## config.mk

```make
export PLATFORM = sky130hd
export DESIGN_NAME = tef_packer
export DESIGN_NICKNAME = d
export VERILOG_FILES = /design/src/rtl/tef_pkg.sv /design/src/rtl/tef_fifo.sv /design/src/rtl/tef_progress.sv /design/src/rtl/tef_packer.sv
export SDC_FILE = /design/constraint.sdc
export NUM_CORES = 1
export LEC_CHECK = 0
export ABC_AREA = 1
export ABC_CLOCK_PERIOD_IN_PS = 5700
export BUFFER_PORTS_ARGS = -buffer_cell sky130_fd_sc_hd__buf_4
export CELL_PAD_IN_SITES_DETAIL_PLACEMENT = 1
export CELL_PAD_IN_SITES_GLOBAL_PLACEMENT = 1
export CORE_MARGIN = 1
export CORE_UTILIZATION = 30
export DETAILED_ROUTE_END_ITERATION = 12
export GPL_ROUTABILITY_DRIVEN = 1
export PLACE_DENSITY_LB_ADDON = 0.1
export SETUP_SLACK_MARGIN = 0.2
export SLEW_MARGIN = 20
export SYNTH_ARGS = -nofsm -noshare
export SYNTH_HDL_FRONTEND = slang
export SYNTH_SLANG_ARGS = --single-unit
```

## constraint.sdc

```tcl
create_clock -name clk -period 5.7 [get_ports clk]
set_clock_uncertainty 0.1 [all_clocks]
set_input_delay 0.57 -clock clk [delete_from_list [all_inputs] [get_ports clk]]
set_output_delay 0.57 -clock clk [all_outputs]
set_load 0.05 [all_outputs]
```

## src/rtl/tef_pkg.sv

```systemverilog
// Shared constants for the tagged-entry packer: register selects and status bit positions.
package tef_pkg;
    localparam int WORD_W  = 32;
    localparam int ENTRY_W = 16;
    localparam int BYTE_W  = 8;
    localparam int ADDR_W  = 3;

    typedef enum logic [ADDR_W-1:0] {
        REG_STATUS    = 3'd0,
        REG_MODE      = 3'd1,
        REG_OUT_CNT   = 3'd2,
        REG_IN_CNT    = 3'd3,
        REG_PUSH_PAIR = 3'd4,
        REG_PUSH_ONE  = 3'd5,
        REG_POP       = 3'd6,
        REG_SPARE     = 3'd7
    } reg_sel_e;

    localparam int ST_OVF      = 2;
    localparam int ST_OUT_NE   = 4;
    localparam int ST_IN_NE    = 5;
    localparam int ST_OUT_FULL = 6;
    localparam int ST_OUT_SVC  = 8;
    localparam int ST_IN_SVC   = 9;
    localparam int ST_OUT_DONE = 10;
    localparam int ST_IN_DONE  = 11;
endpackage

```

## src/rtl/tef_fifo.sv

```systemverilog
// Circular queue that accepts up to two items and releases up to two items per cycle.
// Assumes: DEPTH is a power of two, at least 4. The caller never pushes beyond the free
// space and never pops beyond the level. push_data low half goes in first.
module tef_fifo #(
    parameter int W     = 16,
    parameter int DEPTH = 16,
    localparam int AW   = $clog2(DEPTH),
    localparam int LW   = AW + 1
) (
    input  logic           clk,
    input  logic           rst_n,
    input  logic [1:0]     push_n,
    input  logic [2*W-1:0] push_data,
    input  logic [1:0]     pop_n,
    output logic [W-1:0]   head0,
    output logic [W-1:0]   head1,
    output logic [LW-1:0]  level
);
    logic [W-1:0]  mem [DEPTH];
    logic [AW-1:0] wr_ptr, rd_ptr;
    logic [AW-1:0] wr_ptr_nx, rd_ptr_nx;

    assign wr_ptr_nx = wr_ptr + AW'(1);
    assign rd_ptr_nx = rd_ptr + AW'(1);

    // Storage write: first item at wr_ptr, second at the slot after it.
    always_ff @(posedge clk) begin
        if (push_n != 2'd0) mem[wr_ptr] <= push_data[W-1:0];
        if (push_n == 2'd2) mem[wr_ptr_nx] <= push_data[2*W-1:W];
    end

    // Pointer and level bookkeeping.
    always_ff @(posedge clk) begin
        if (!rst_n) begin
            wr_ptr <= '0;
            rd_ptr <= '0;
            level  <= '0;
        end else begin
            wr_ptr <= wr_ptr + AW'(push_n);
            rd_ptr <= rd_ptr + AW'(pop_n);
            level  <= level + LW'(push_n) - LW'(pop_n);
        end
    end

    assign head0 = mem[rd_ptr];
    assign head1 = mem[rd_ptr_nx];
endmodule

```

## src/rtl/tef_progress.sv

```systemverilog
// Per-direction transfer tracker: counts moved entries against a programmed total,
// raises a sticky done bit and emits a service pulse at each block boundary in block mode.
// Assumes: at most one entry moves per cycle, and BLOCK is a power of two, at least 2.
module tef_progress #(
    parameter int CNT_W = 16,
    parameter int BLOCK = 8,
    localparam int BW   = $clog2(BLOCK)
) (
    input  logic             clk,
    input  logic             rst_n,
    input  logic             load,
    input  logic [CNT_W-1:0] load_val,
    input  logic             step,
    input  logic             blk_mode,
    output logic             done,
    output logic             svc_pulse
);
    logic [CNT_W-1:0] target, moved;
    logic [BW-1:0]    blk_pos;
    logic             blk_end;

    assign blk_end   = (blk_pos == BW'(BLOCK - 1));
    assign svc_pulse = step && !load && blk_mode && blk_end;

    // Progress and done: a load restarts the transfer, a step advances it.
    always_ff @(posedge clk) begin
        if (!rst_n) begin
            target  <= '0;
            moved   <= '0;
            blk_pos <= '0;
            done    <= 1'b0;
        end else if (load) begin
            target  <= load_val;
            moved   <= '0;
            blk_pos <= '0;
            done    <= 1'b0;
        end else if (step) begin
            moved   <= moved + CNT_W'(1);
            blk_pos <= blk_end ? '0 : blk_pos + BW'(1);
            if (target != '0 && (moved + CNT_W'(1)) == target) done <= 1'b1;
        end
    end
endmodule

```

## src/rtl/tef_packer.sv

```systemverilog
// Top of the tagged-entry packer: register decode, transmit and receive queues,
// progress trackers and write-1-to-clear flags.
// Assumes: one register access per cycle, and the engine observes valid/ready handshakes.
module tef_packer
    import tef_pkg::*;
#(
    parameter int DEPTH = 16,
    parameter int BLOCK = 8,
    parameter int CNT_W = 16
) (
    input  logic                clk,
    input  logic                rst_n,
    input  logic                reg_wr,
    input  logic                reg_rd,
    input  logic [ADDR_W-1:0]   reg_addr,
    input  logic [WORD_W-1:0]   reg_wdata,
    output logic [WORD_W-1:0]   reg_rdata,
    output logic                eng_out_valid,
    input  logic                eng_out_ready,
    output logic [ENTRY_W-1:0]  eng_out_entry,
    input  logic                eng_in_valid,
    output logic                eng_in_ready,
    input  logic [BYTE_W-1:0]   eng_in_byte
);
    localparam int AW = $clog2(DEPTH);
    localparam int LW = AW + 1;

    reg_sel_e sel;
    logic wr_status, wr_mode, wr_out_cnt, wr_in_cnt, wr_pair, wr_one, rd_pop;
    logic [LW-1:0] out_level, in_level;
    logic [1:0] opush_n, opop_n, ipush_n, ipop_n;
    logic [ENTRY_W-1:0] ohead1_unused;
    logic [BYTE_W-1:0] ihead0, ihead1;
    logic fits_pair, fits_one, drop;
    logic out_take, in_take;
    logic out_done, in_done, out_svc_pulse, in_svc_pulse;
    logic ovf_q, out_svc_q, in_svc_q, mode_out_blk_q, mode_in_blk_q;
    logic [WORD_W-1:0] status;

    // Decode the register strobe into per-register events.
    assign sel        = reg_sel_e'(reg_addr);
    assign wr_status  = reg_wr && sel == REG_STATUS;
    assign wr_mode    = reg_wr && sel == REG_MODE;
    assign wr_out_cnt = reg_wr && sel == REG_OUT_CNT;
    assign wr_in_cnt  = reg_wr && sel == REG_IN_CNT;
    assign wr_pair    = reg_wr && sel == REG_PUSH_PAIR;
    assign wr_one     = reg_wr && sel == REG_PUSH_ONE;
    assign rd_pop     = reg_rd && sel == REG_POP;

    // Transmit admission: a push is accepted whole or dropped whole.
    assign fits_pair = out_level <= LW'(DEPTH - 2);
    assign fits_one  = out_level != LW'(DEPTH);
    assign drop      = (wr_pair && !fits_pair) || (wr_one && !fits_one);

    always_comb begin
        opush_n = 2'd0;
        if (wr_pair && fits_pair)     opush_n = 2'd2;
        else if (wr_one && fits_one)  opush_n = 2'd1;
    end

    assign eng_out_valid = out_level != '0;
    assign out_take      = eng_out_valid && eng_out_ready;
    assign opop_n        = {1'b0, out_take};

    tef_fifo #(.W(ENTRY_W), .DEPTH(DEPTH)) u_out_q (
        .clk(clk), .rst_n(rst_n),
        .push_n(opush_n), .push_data(reg_wdata),
        .pop_n(opop_n),
        .head0(eng_out_entry), .head1(ohead1_unused),
        .level(out_level)
    );

    // Receive side: one byte per handshake, up to two bytes per pop read.
    assign eng_in_ready = in_level != LW'(DEPTH);
    assign in_take      = eng_in_valid && eng_in_ready;
    assign ipush_n      = {1'b0, in_take};

    always_comb begin
        ipop_n = 2'd0;
        if (rd_pop) begin
            if (in_level >= LW'(2))      ipop_n = 2'd2;
            else if (in_level != '0)     ipop_n = 2'd1;
        end
    end

    tef_fifo #(.W(BYTE_W), .DEPTH(DEPTH)) u_in_q (
        .clk(clk), .rst_n(rst_n),
        .push_n(ipush_n), .push_data({{BYTE_W{1'b0}}, eng_in_byte}),
        .pop_n(ipop_n),
        .head0(ihead0), .head1(ihead1),
        .level(in_level)
    );

    // Progress trackers, one per direction.
    tef_progress #(.CNT_W(CNT_W), .BLOCK(BLOCK)) u_out_prog (
        .clk(clk), .rst_n(rst_n),
        .load(wr_out_cnt), .load_val(reg_wdata[CNT_W-1:0]),
        .step(out_take), .blk_mode(mode_out_blk_q),
        .done(out_done), .svc_pulse(out_svc_pulse)
    );

    tef_progress #(.CNT_W(CNT_W), .BLOCK(BLOCK)) u_in_prog (
        .clk(clk), .rst_n(rst_n),
        .load(wr_in_cnt), .load_val(reg_wdata[CNT_W-1:0]),
        .step(in_take), .blk_mode(mode_in_blk_q),
        .done(in_done), .svc_pulse(in_svc_pulse)
    );

    // Mode register: block-mode enables for each direction.
    always_ff @(posedge clk) begin
        if (!rst_n) begin
            mode_out_blk_q <= 1'b0;
            mode_in_blk_q  <= 1'b0;
        end else if (wr_mode) begin
            mode_out_blk_q <= reg_wdata[0];
            mode_in_blk_q  <= reg_wdata[1];
        end
    end

    // Sticky event flags, cleared by writing 1; a fresh event beats the clear.
    always_ff @(posedge clk) begin
        if (!rst_n) begin
            ovf_q     <= 1'b0;
            out_svc_q <= 1'b0;
            in_svc_q  <= 1'b0;
        end else begin
            ovf_q     <= drop          | (ovf_q     & ~(wr_status & reg_wdata[ST_OVF]));
            out_svc_q <= out_svc_pulse | (out_svc_q & ~(wr_status & reg_wdata[ST_OUT_SVC]));
            in_svc_q  <= in_svc_pulse  | (in_svc_q  & ~(wr_status & reg_wdata[ST_IN_SVC]));
        end
    end

    // Assemble the status word.
    always_comb begin
        status              = '0;
        status[ST_OVF]      = ovf_q;
        status[ST_OUT_NE]   = eng_out_valid;
        status[ST_IN_NE]    = in_level != '0;
        status[ST_OUT_FULL] = !fits_one;
        status[ST_OUT_SVC]  = out_svc_q;
        status[ST_IN_SVC]   = in_svc_q;
        status[ST_OUT_DONE] = out_done;
        status[ST_IN_DONE]  = in_done;
    end

    // Read multiplexer; the pop word is formed from the queue heads.
    always_comb begin
        reg_rdata = '0;
        case (sel)
            REG_STATUS: reg_rdata = status;
            REG_MODE:   reg_rdata = {{(WORD_W-2){1'b0}}, mode_in_blk_q, mode_out_blk_q};
            REG_POP:    reg_rdata = {8'h00, (in_level >= LW'(2)) ? ihead1 : 8'h00,
                                     8'h00, (in_level != '0)     ? ihead0 : 8'h00};
            default:    reg_rdata = '0;
        endcase
    end

    logic unused_ok;
    assign unused_ok = ^ohead1_unused;
endmodule

```

# Yosys cells after proc, flatten, opt, wreduce, memory -nomap -nowiden

Memory sizes are Yosys's and may differ from the RTL's. A register that Yosys moved wholly into a read port is not among the register bits.
Index checks and enable logic that the tools add are counted.

Add/sub/neg operators: 14
Equal/unequal tests: 13
Bitwise logic cells: 13
$lt $le $gt $ge: 2
Mux-type cells: 18
Reduce and logical (&&, ||, !) cells: 36

Operators with widths:

| operator                                                          | count |
|---|---|
| case mux 24 bit (3 select lines)                                  | 1 |
| adder 16 x 1 -> 16 bit, second input constant                     | 2 |
| equality test 16 bit                                              | 2 |
| nonzero test 16 bit                                               | 2 |
| logical AND 1 bit                                                 | 21 |
| two-way mux 8 bit                                                 | 2 |
| equality test 3 bit, second input constant                        | 5 |
| inequality test 5 bit, second input constant                      | 2 |
| nonzero test 5 bit                                                | 2 |
| adder 4 x 1 -> 4 bit                                              | 2 |
| adder 4 x 1 -> 4 bit, second input constant                       | 2 |
| adder 4 x 2 -> 4 bit                                              | 2 |
| two-way mux 1 bit                                                 | 8 |
| two-way mux 4 bit                                                 | 2 |
| adder 3 x 1 -> 3 bit, second input constant                       | 2 |
| AND 1 bit                                                         | 6 |
| equality test 3 x 2 -> 1 bit, second input constant               | 2 |
| two-way mux 2 bit                                                 | 3 |
| two-way mux 3 bit                                                 | 2 |
| adder 5 x 1 -> 5 bit                                              | 1 |
| adder 5 x 2 -> 5 bit                                              | 1 |
| greater-or-equal comparator 5 x 2 -> 1 bit, second input constant | 1 |
| <= comparator 5 x 4 -> 1 bit, second input constant               | 1 |
| subtractor 5 x 1 -> 5 bit                                         | 1 |
| 11 further kinds                                                  | 21 |

Memory bits (writable): 384
Output and inout bits: 50
Register bits after elaboration: 103
Memories kept: 2

Memory list:

| name        | depth | width | rd ports | clocked after memory_dff | wr ports | line           | RTL |
|---|---|---|---|---|---|---|---|
| u_out_q.mem | 16    | 16    | 1        | 1                        | 2        | tef_fifo.sv:19 | `logic [W-1:0] mem [DEPTH];` |
| u_in_q.mem  | 16    | 8     | 2        | 1                        | 1        | tef_fifo.sv:19 |  |

# Logic depth before layout (Yosys ltp)

Gate-level depths: netlist (run 1).

Word-level depth: 8
Gate-level depth with buffers: 18
Depth with buffers taken out: 18

# Cells and area by module

From an unflattened synthesis (run 1), not the netlist that was laid out.

Cell total of the unflattened synthesis: 4,395
Area, all modules: 31,009.7 µm²

By module, submodules not included:

| module             | cells an instance | sequential area each (µm²) | area an instance (µm²) | times used |
|---|---|---|---|---|
| tef_fifo (u_out_q) | 2,381             | 7,947.6                    | 17,102.7               | 1 |
| tef_fifo (u_in_q)  | 1,257             | 4,103.9                    | 9,049.9                | 1 |
| tef_progress       | 312               | 720.7                      | 2,065.7                | 2 |
| tef_packer         | 133               | 100.1                      | 725.7                  | 1 |

# Least setup slack after synthesis (run 1)

OpenSTA, ideal clock, no wires.

Path kind: reg-to-output
Start point: register, netlist name u_in_q.rd_ptr[1]
End point: output port reg_rdata[7]
Setup slack: 2,299 ps
Arrival time: 2,731 ps
Data required time: 5,030 ps
Cell stages (with the launch flop): 10
Path through: dfxtp_1 > buf_2 > inv_1 > buf_2 > buf_2 > a21oi_1 > o21ai_0 > nand3_1 > a21oi_1 > nor4_1

RTL lines:

| item             | line             | RTL |
|---|---|---|
| end: declaration | tef_packer.sv:17 | `output logic [WORD_W-1:0] reg_rdata,` |

# Final worst setup path (run 1)

Start point: register u_in_q.rd_ptr[0]
End point: output port reg_rdata[20]

Longest elaborated chain between the ends: 4

Ends and longest elaborated chain:

| item                             | line              | RTL |
|---|---|---|
| start: declaration               | tef_fifo.sv:20    | `logic [AW-1:0] wr_ptr, rd_ptr;` |
| start signal: assignment         | tef_fifo.sv:40    | `rd_ptr <= rd_ptr + AW'(pop_n);` |
| adder 4 x 1 -> 4 bit             | tef_fifo.sv:24    | `assign rd_ptr_nx = rd_ptr + AW'(1);` |
| memory (16 x 8 bit)              | n/a               |  |
| two-way mux 8 bit                | tef_packer.sv:152 | `REG_POP: reg_rdata = {8'h00, (in_level >= LW'(2)) ? ihead1 : 8'h00,` |
| case mux 24 bit (3 select lines) | tef_packer.sv:149 | `case (sel)` |

No other way between the ends.

==> impl_metrics.ini, run 1 <==
[logic_synthesis]
muxShareOfSynthArea_pct = 2.50
yosysWarnings = 0
yosysSeqAreaShare_pct = 53.0
ys_seq_elements = 487
ys_async_sr_fraction_pct = 0
synth_compound_area_share_pct = 18.2
synthesis.area_um2 = 25600
postSynthAreaPerCell_um2 = 8.86
synth_edf_count = 384
synth_simple_gate_area_share_pct = 15.0
synth_adder_area_share_pct = 1.92
synth_flop_cell = edfxtp_1
synth-xor-area-share_pct = 0.840
synth_top_family_by_area = compound AO/OA/AOI/OAI gates
syn_inst = 2892
synth_cell_type_count = 49

[worst_setup_path]
worst-path-max-fanout = 61
worstSetupEndpointType = output port
cp_data_required_time_ns = 5.03
critPathLaunch = u_in_q.rd_ptr[0]
startpoint_type = register
cp.arrival_ns = 3.68
crit_type = register to output port
crit-reg2reg-launch = u_out_q.level[2]

[power_and_ir_drop]
total_power_mw = 10.4
power_frac_comb_pct = 24.9
leakagePower_nw = 11.2
seqPwrFrac_pct = 40.4
intPower_mw = 6.80
vdd_drop_max_mv = 0.227
switching_share_pct = 34.4
clkPwrFrac_pct = 34.7
p_switching_mw = 3.57
power.density_nw_per_um2 = 361

[layout]
final_nets = 2935
area_delta_synth_final_pct = 12.0
finalNonFillerCells = 4036
drive_above_1_share_pct = 8.00
most-common-layout-cells = nand2_1, o21ai_0, edfxtp_1
final_common_cell = nand2_1
utilization_pct = 34.1
final_area_um2 = 28700
fill_cells = 9791

[clock_tree]
root_buffer = clkbuf_16
clockBufferDepth = 3
cts_setup_buffers = 0
cts.sinks = 487
clock_latency_ns = 0.64
ctsHoldBuffers = 0
cts_tree = done
cts_inserted_buffers = 59
cts_resized = 0
clk_pin_slew_ns = 0.06
htreeDepth = 2

[die]
die_h_um = 294
core_um2 = 84100
rows = 106
initial_core_util_pct = 30.5
die-area_um2 = 86600
die_width_um = 294
io-pin-count = 99

[placed_design]
numPortBuffers = 86
dpl_cell_area_um2 = 26900
place_ws_ns = 1.86
dp_hpwl_mm = 59.6
dp_cells = 3922
finalWeightedCongestion = 0.786

[route]
drtPass1Iterations = 5
viasPerCell = 5.13
drc = 0
wl_per_cell_um = 22.6
routed_wl_mm = 91.2
antenna_left = 0
dr_total_vias = 20700
drt_iter0_drc = 1231

[sta]
report.final.slew_viol_count = 0
finalHoldViolCount = 0
setup_ws_ns = 1.35
worstMarginPinSlew_ns = 1.10
rsz0062_at_grt = no
clock.fmax_mhz = 230
fin_setup_tns_ns = 0
max_slew_margin_pct = 26.7
hold_ws_ns = 0.177
period_needed_ns = 4.35
setup_viol = 0
period_share_pct = 76.3

[global_route]
grt-ovfl-total = 0
grt_max_degree = 89
grtUsageTotal_pct = 20.9
antenna_found_initial = 4
grt_pass1_wl_mm = 136
first_global_vias = 21300

[job]
cap_violations = 0

[status]
outcome = completed

[min_path]
worstHoldStart = eng_in_byte[1]
hold_path.class = input port to register
==> power groups by stage <==
stage | sequential [mW] | combinational, mW | clock [mW]
6_report | 4.19 | 2.59 | 3.60
5_1_grt | 4.21 | 2.84 | 3.83
4_1_cts | 4.19 | 2.61 | 3.69
3_5_place_dp | 4.26 | 2.61 | 0
3_3_place_gp | 4.26 | 2.55 | 0
2_1_floorplan | 4.14 | 1.83 | 0
==> sequential cells by signal, summed over array words and instances (netlist names) <==
register,cells
mode_in_blk_q,1
u_out_prog.moved,16
u_in_q.wr_ptr,4
in_svc_q,1
u_out_q.mem,256
mode_out_blk_q,1
u_in_prog.moved,16
u_in_q.level,5
out_svc_q,1
u_in_prog.blk_pos,3
u_in_q.mem,128
u_out_q.rd_ptr,4
u_out_prog.target,16
u_in_prog.done,1
u_in_prog.target,16
u_out_q.level,5
u_in_q.rd_ptr,4
u_out_prog.done,1
u_out_q.wr_ptr,4
u_out_prog.blk_pos,3
ovf_q,1
==> critical path, stage by stage (launching register included) <==
cell	delay, ns
dfxtp_4	0.58
buf_4	0.54
nand3_1	0.16
xor2_1	0.76
inv_1	0.39
nand3_1	0.21
a21oi_1	0.14
buf_4	0.23
==> worst paths after layout <==
| check | cells after the start | to | slack [ns] |
|---|---|---|---|
| worst max register to register | 9 | u_out_q.mem[8][6] | 2.11 |
| worst max-delay path | 7 | reg_rdata[20] | 1.35 |
| worst min-delay path | 1 | u_in_q.mem[13][1] | 0.18 |
| worst min register to register | 2 | u_out_prog.done | 0.36 |
==> synth_stat cells, types with 4 or more instances <==
master,count,area (µm²)
a31oi_1,7,43.8
o211ai_1,99,743
nand4_1,22,138
buf_2,73,365
xnor2_1,6,52.6
nand2_1,543,2040
o21ai_1,86,430
buf_1,19,71.3
a211oi_1,8,60.1
nand3_1,145,726
o21ai_0,430,2150
nor3_1,6,30.0
nand2_2,7,43.8
a21oi_1,212,1060
buf_4,14,105
clkbuf_1,110,413
buf_6,10,113
dfxtp_1,103,2060
edfxtp_1,384,11500
inv_1,280,1050
fa_1,4,80.1
inv_2,4,15.0
nand2_4,10,113
nor2_4,4,45.0
nor2_1,156,586
o221ai_1,10,87.6
xor2_1,9,78.8
ha_1,33,413
mux2i_1,64,641
nor2_2,4,25.0
==> area by class of cell <==
type	count	area [µm²]	share of cell area [%]
repair buffers	112	866	3.02
inverters	287	1080	3.76
well taps	1134	1420	4.94
flip-flops and latches	487	13600	47.4
clock inverters	34	233	0.811
multi-input cells	1902	9930	34.6
clock buffers	77	1560	5.45
diodes	3	7.51	0.0262
==> metal layers <==
metal / routed length [µm] / track usage [%] / vias up
li1: - / - / 9862
met1: 41700 / 27.4 / 10500
met2: 45200 / 37.0 / 300
met3: 2690 / 2.14 / 96
met4: 1560 / 4.32 / 0
met5: 0 / 0 / -
==> cells by family (layout without fill, tap and decap cells) <==
family | count (synthesis) | count (layout)
AO/OA/AOI/OAI | 862 | 862
XOR/XNOR | 19 | 19
adder cells (fa/ha/maj) | 37 | 37
buffers and inverters | 514 | 510
flip-flops | 487 | 487
multiplexers | 64 | 64
other | 1 | 15
AND/OR/NAND/NOR | 908 | 908
(Power assumes the default switching activity.)
==> run 2: changes to the inputs <==
- ABC_CLOCK_PERIOD_IN_PS: 5700 -> 4400
- clock period: 5.7 -> 4.4 ns (I/O delays scaled with it)
==> run 2 against run 1 <==
  * Power increased by 32%
  * Cell count grew 0.27%
  * Largest cell class unchanged
  * First-iteration DRC count is 4.1% lower
  * Combinational power is 32% higher
  * Critical path depth down 1
  * Clock power is 34% higher
  * Utilization grew 0.24 points
==> impl_metrics.ini, run 2 (same netlist as run 1, synthesis figures left out) <==
[layout]
final_nets = 2951
final_common_cell = nand2_1
area_delta_synth_final_pct = 12.8
most-common-layout-cells = nand2_1, o21ai_0, edfxtp_1
finalNonFillerCells = 4047
antenna_cells = 0
largest_reg_flops = 256
fill_cells = 9762
largest_register = u_out_q.mem
drive_above_1_share_pct = 8.65
reg_top3 = u_out_q.mem x256, u_in_q.mem x128
final_area_um2 = 28900

[clock_tree]
clock_latency_ns = 0.65
root_buffer = clkbuf_16
cts.sinks = 487
clockBufferDepth = 3
htreeDepth = 2
cts_setup_buffers = 0
cts_inserted_buffers = 57
cts_tree = done
clk_pin_slew_ns = 0.06

[route]
drt_iter0_drc = 1180
antenna_left = 0
viasPerCell = 5.14
dr_total_vias = 20800
drtPass1Iterations = 7
drc = 0
wl_per_cell_um = 23.0
routed_wl_mm = 93.1

[placed_design]
finalWeightedCongestion = 0.828
dpl_cell_area_um2 = 27000
numPortBuffers = 86
place_ws_ns = 0.969
dp_cells = 3940
dp_hpwl_mm = 62.1

[global_route]
first_global_vias = 21200
grt_use_met2_pct = 36.8
grt_max_degree = 116
met1_usage_pct = 27.4
busiest_layer = met2
antenna_found_initial = 2
grt_pass1_wl_mm = 137
grt-ovfl-total = 0
grtUsageTotal_pct = 21.3
met3_usage_pct = 2.50

[worst_setup_path]
critPathLaunch = u_in_q.rd_ptr[0]
path_cells = ha_2 > o21ai_0 > o211ai_1 > nand3_1 > a21oi_1 > buf_4
crit-reg2reg-launch = u_in_q.level[2]
cp_top_family = adder cells
cp_num_buf_inv = 1
r2r_cells = 9
worstSetupEndpointType = output port
max_stage_delay_ns = 0.92
startpoint_type = register
rrSetupSlack_ns = 0.97
cp_data_required_time_ns = 3.86
slowest_stage = ha_2
rr_endpoint = u_in_q.mem[3][1]
cp.arrival_ns = 3.38
worst-path-max-fanout = 49
crit_type = register to output port

[die]
die_h_um = 294
die-area_um2 = 86600
rows = 106
io-pin-count = 99
die_width_um = 294
initial_core_util_pct = 30.5
core_um2 = 84100

[sta]
period_needed_ns = 3.92
setup_viol = 0
worstMarginPinSlew_ns = 1.04
setup_ws_ns = 0.481
finalHoldViolCount = 0
clock.fmax_mhz = 255
rsz0062_at_grt = no
period_share_pct = 89.1
max_slew_margin_pct = 30.5
fin_setup_tns_ns = 0
report.final.slew_viol_count = 0

[status]
outcome = completed

[min_path]
holdPathEnd = u_in_q.mem[8][0]
min_path_cells = 1
hold_path.class = input port to register
worstHoldStart = eng_in_byte[0]

[job]
cap_violations = 0

[power_and_ir_drop]
leakagePower_nw = 11.4
vdd_drop_max_mv = 0.336
power.density_nw_per_um2 = 474
-- run 2: metrics by stage --
step	util, %	hold WS, ns	power, mW
CTS	34.4	0.00447	13.9
global placement	32.1	0.356	8.95
detailed placement	32.1	0.359	9.00
floorplan	-	0.336	7.73
global route	34.4	0.0243	14.4
finish	34.4	0.0343	13.7
-- run 2: worst reg2reg max path, delay by kind of cell (launching register included) --
kind,cells,cell delay [ns]
AND/OR/NAND/NOR,5,1.68
flip-flops,1,0.35
adder cells (fa/ha/maj),1,0.21
buffers and inverters,3,0.73
-- run 2: repair_timing --
item	in CTS	in global routing
hold buffers	0	0
setup endpoints to repair	0	1
endpoints found under the hold margin	0	0
gates resized for setup	0	2
-- run 2: cell type report --
cell class / count / area, µm² / share of cell area [%]
Clock inverter: 30 / 325 / 1.13
Clock buffer: 77 / 1550 / 5.37
Timing Repair Buffer: 130 / 1010 / 3.51
Multi-Input combinational cell: 1902 / 9910 / 34.3
Sequential cell: 487 / 13600 / 47.1
Inverter: 287 / 1080 / 3.74
Tap cell: 1134 / 1420 / 4.91
-- run 2: where the power goes --
part           internal (mW)  leakage [nW]  total [mW]  switching, mW
combinational           1.05          6.14        3.43           2.37
clock                   2.77         0.906        4.84           2.07
sequential              5.17          4.30        5.43          0.268
-- run 2: worst max path at each step --
| stage | slack, ns | end | cells past startpoint |
|---|---|---|---|
| global placement | 1.02 | u_in_q.mem[3][3] | 9 |
| detailed placement | 0.97 | u_in_q.mem[3][3] | 9 |
| floorplan | 1.13 | reg_rdata[7] | 9 |
| finish | 0.48 | reg_rdata[16] | 6 |
| global route | 0.24 | reg_rdata[21] | 7 |
| CTS | 0.44 | reg_rdata[20] | 7 |
-- run 2: layer usage --
metal  wire [µm]  vias to the layer above  part of all wire (%)
met1       41200                    10400                    44
met5           7                        -                0.0075
met2       45400                      418                    49
met3        3380                      155                   3.6
li1            -                     9892                     -
met4        3200                        2                   3.4
==> run 3: changes to the inputs <==
==> constraint.sdc (replaced) <==
create_clock -name clk -period 4.4 [get_ports clk]
set_clock_uncertainty 0.1 [all_clocks]
set_input_delay 0.22 -clock clk [delete_from_list [all_inputs] [get_ports clk]]
set_output_delay 0.22 -clock clk [all_outputs]
set_load 0.05 [all_outputs]
==> run 3 against run 2 <==
  * Maximum frequency is 0.57% higher
  * Utilization up 0.26 points
  * Hold slack got worse by 0.014 ns
  * Clock power hardly changed
  * Largest power group unchanged
  * Critical endpoint is now reg_rdata[17]
  * Routed wire length up 2.7%
  * Sequential power hardly changed
  * Non-clock buffer count rose by 23
  * Sequential share of layout area decreased by 0.35 points
  * First-iteration DRC count grew 14%
  * Power hardly changed
  * Cell count increased by 0.74%
  * Register-to-register slack gained 0.10 ns
==> impl_metrics.ini, run 3 (same netlist as run 1, synthesis figures left out) <==
[status]
outcome = completed

[worst_setup_path]
r2r_cells = 10
crit-reg2reg-launch = u_in_q.level[2]
max_stage_delay_ns = 0.93
slowest_stage = ha_2
cp.arrival_ns = 3.58
crit_type = register to output port
cpMostUsedCell = buf_4
worst-path-max-fanout = 57
worstSetupEndpointType = output port
startpoint_type = register
rrSetupSlack_ns = 1.07
cp_data_required_time_ns = 4.08
path_cells = ha_2 > buf_4 > o21ai_0 > o221ai_1 > nand3_1 > a21oi_1 > buf_4
rr_endpoint = u_in_q.mem[1][1]

[sta]
fin_setup_tns_ns = 0
period_share_pct = 88.6
period_needed_ns = 3.90
worstMarginPinSlew_ns = 1.06
clock.fmax_mhz = 257
setup_viol = 0
max_slew_margin_pct = 29.5
setup_ws_ns = 0.503
report.final.slew_viol_count = 0
finalHoldViolCount = 0
rsz0062_at_grt = no

[placed_design]
finalWeightedCongestion = 0.826
numPortBuffers = 86
dp_hpwl_mm = 63.9
place_ws_ns = 1.02
dp_cells = 3938

[power_and_ir_drop]
leakagePower_nw = 11.5
total_power_mw = 13.7
power.density_nw_per_um2 = 470
vdd_drop_max_mv = 0.309

[min_path]
holdPathEnd = u_out_prog.target[12]
min_path_cells = 3
hold_path.class = input port to register
worstHoldStart = reg_wdata[12]

[route]
viasPerCell = 5.16
drc = 0
antenna_left = 0
drtPass1Iterations = 5
drt_iter0_drc = 1348
wl_per_cell_um = 23.5
dr_total_vias = 21000
routed_wl_mm = 95.7

[layout]
final_nets = 2977
largest_reg_flops = 256
seqCellArea_um2 = 13600
utilization_pct = 34.6
finalNonFillerCells = 4077
area_delta_synth_final_pct = 13.6
multi_input_area_um2 = 9910
largest_register = u_out_q.mem
final_common_cell = nand2_1
most-common-layout-cells = nand2_1, o21ai_0, edfxtp_1
reg_top3 = u_out_q.mem x256, u_in_q.mem x128
antenna_cells = 0
fill_cells = 9759
drive_above_1_share_pct = 8.90

[die]
core_um2 = 84100
die_width_um = 294
io-pin-count = 99
die_h_um = 294
rows = 106
die-area_um2 = 86600
initial_core_util_pct = 30.5

[global_route]
first_global_vias = 21600
grt_max_degree = 93
grt-ovfl-total = 0
grtUsageTotal_pct = 21.9
antenna_found_initial = 4
grt_pass1_wl_mm = 142

[clock_tree]
clockBufferDepth = 3
cts.sinks = 487
clock_latency_ns = 0.66
cts_tree = done
root_buffer = clkbuf_16
htreeDepth = 2
clk_pin_slew_ns = 0.07
cts_inserted_buffers = 60
cts_setup_buffers = 0

[job]
cap_violations = 0
run 3: changes by cell type in the layout (fill, tap and decap cells not counted), sizes merged:
cell / previous run / this run
buf: 130 / 128
dlygate4sd3: 0 / 25
bufinv: 5 / 4
clkinv: 27 / 41
inv: 284 / 286
clkbuf: 77 / 67
clkinvlp: 1 / 3
run 3: area by class of cell:
class | instances | area share [%]
Timing Repair Buffer | 153 | 4.22
Sequential cell | 487 | 46.7
Clock buffer | 67 | 5.25
Clock inverter | 47 | 1.21
Multi-Input combinational cell | 1902 | 34.0
Inverter | 287 | 3.71
Tap cell | 1134 | 4.87
run 3: worst max path at each step:
stage / start / to / slack, ns / cells past startpoint
floorplan: u_out_q.level[2] / u_out_q.level[4] / 1.22 / 15
global placement: u_in_q.rd_ptr[0] / reg_rdata[18] / 1.16 / 8
detailed placement: u_in_q.level[2] / u_in_q.mem[1][6] / 1.02 / 10
CTS: u_in_q.rd_ptr[0] / reg_rdata[21] / 0.37 / 8
global route: u_in_q.rd_ptr[0] / reg_rdata[18] / 0.28 / 7
finish: u_in_q.rd_ptr[0] / reg_rdata[17] / 0.50 / 7
run 3: what timing repair did:
action	4_1_cts	5_1_grt
hold buffers	25	0
setup endpoints to repair	0	13
resized for setup	0	2
endpoints found under the hold margin	181	0
run 3: metrics by stage:
| step | hold slack [ns] | area (µm²) |
|---|---|---|
| floorplan | 0.219 | 25700 |
| global placement | 0.351 | 27000 |
| detailed placement | 0.363 | 27000 |
| CTS | 0.00180 | 29100 |
| global route | 0.0290 | 29100 |
| finish | 0.0206 | 29100 |
run 3: worst max-delay path: cells and delay by family, from the launching register on:
kind	cells	cell delay (ns)
compound gates	3	0.56
fa+ha+maj	1	0.93
buf+inv	2	0.58
flops	1	0.71
simple gates	1	0.10
run 3: where the power goes:
part | internal, mW | total (mW) | switching [mW]
clock | 2.72 | 4.84 | 2.12
sequential | 5.17 | 5.40 | 0.228
combinational | 1.06 | 3.46 | 2.40
total | 8.95 | 13.7 | 4.74
run 3: layer usage:
metal	global-route usage (%)	vias up	wire, µm
li1	-	9968	-
met1	28.0	10500	41800
met2	38.8	407	47900
met3	2.68	127	3750
met4	5.60	0	2220
met5	0	-	0
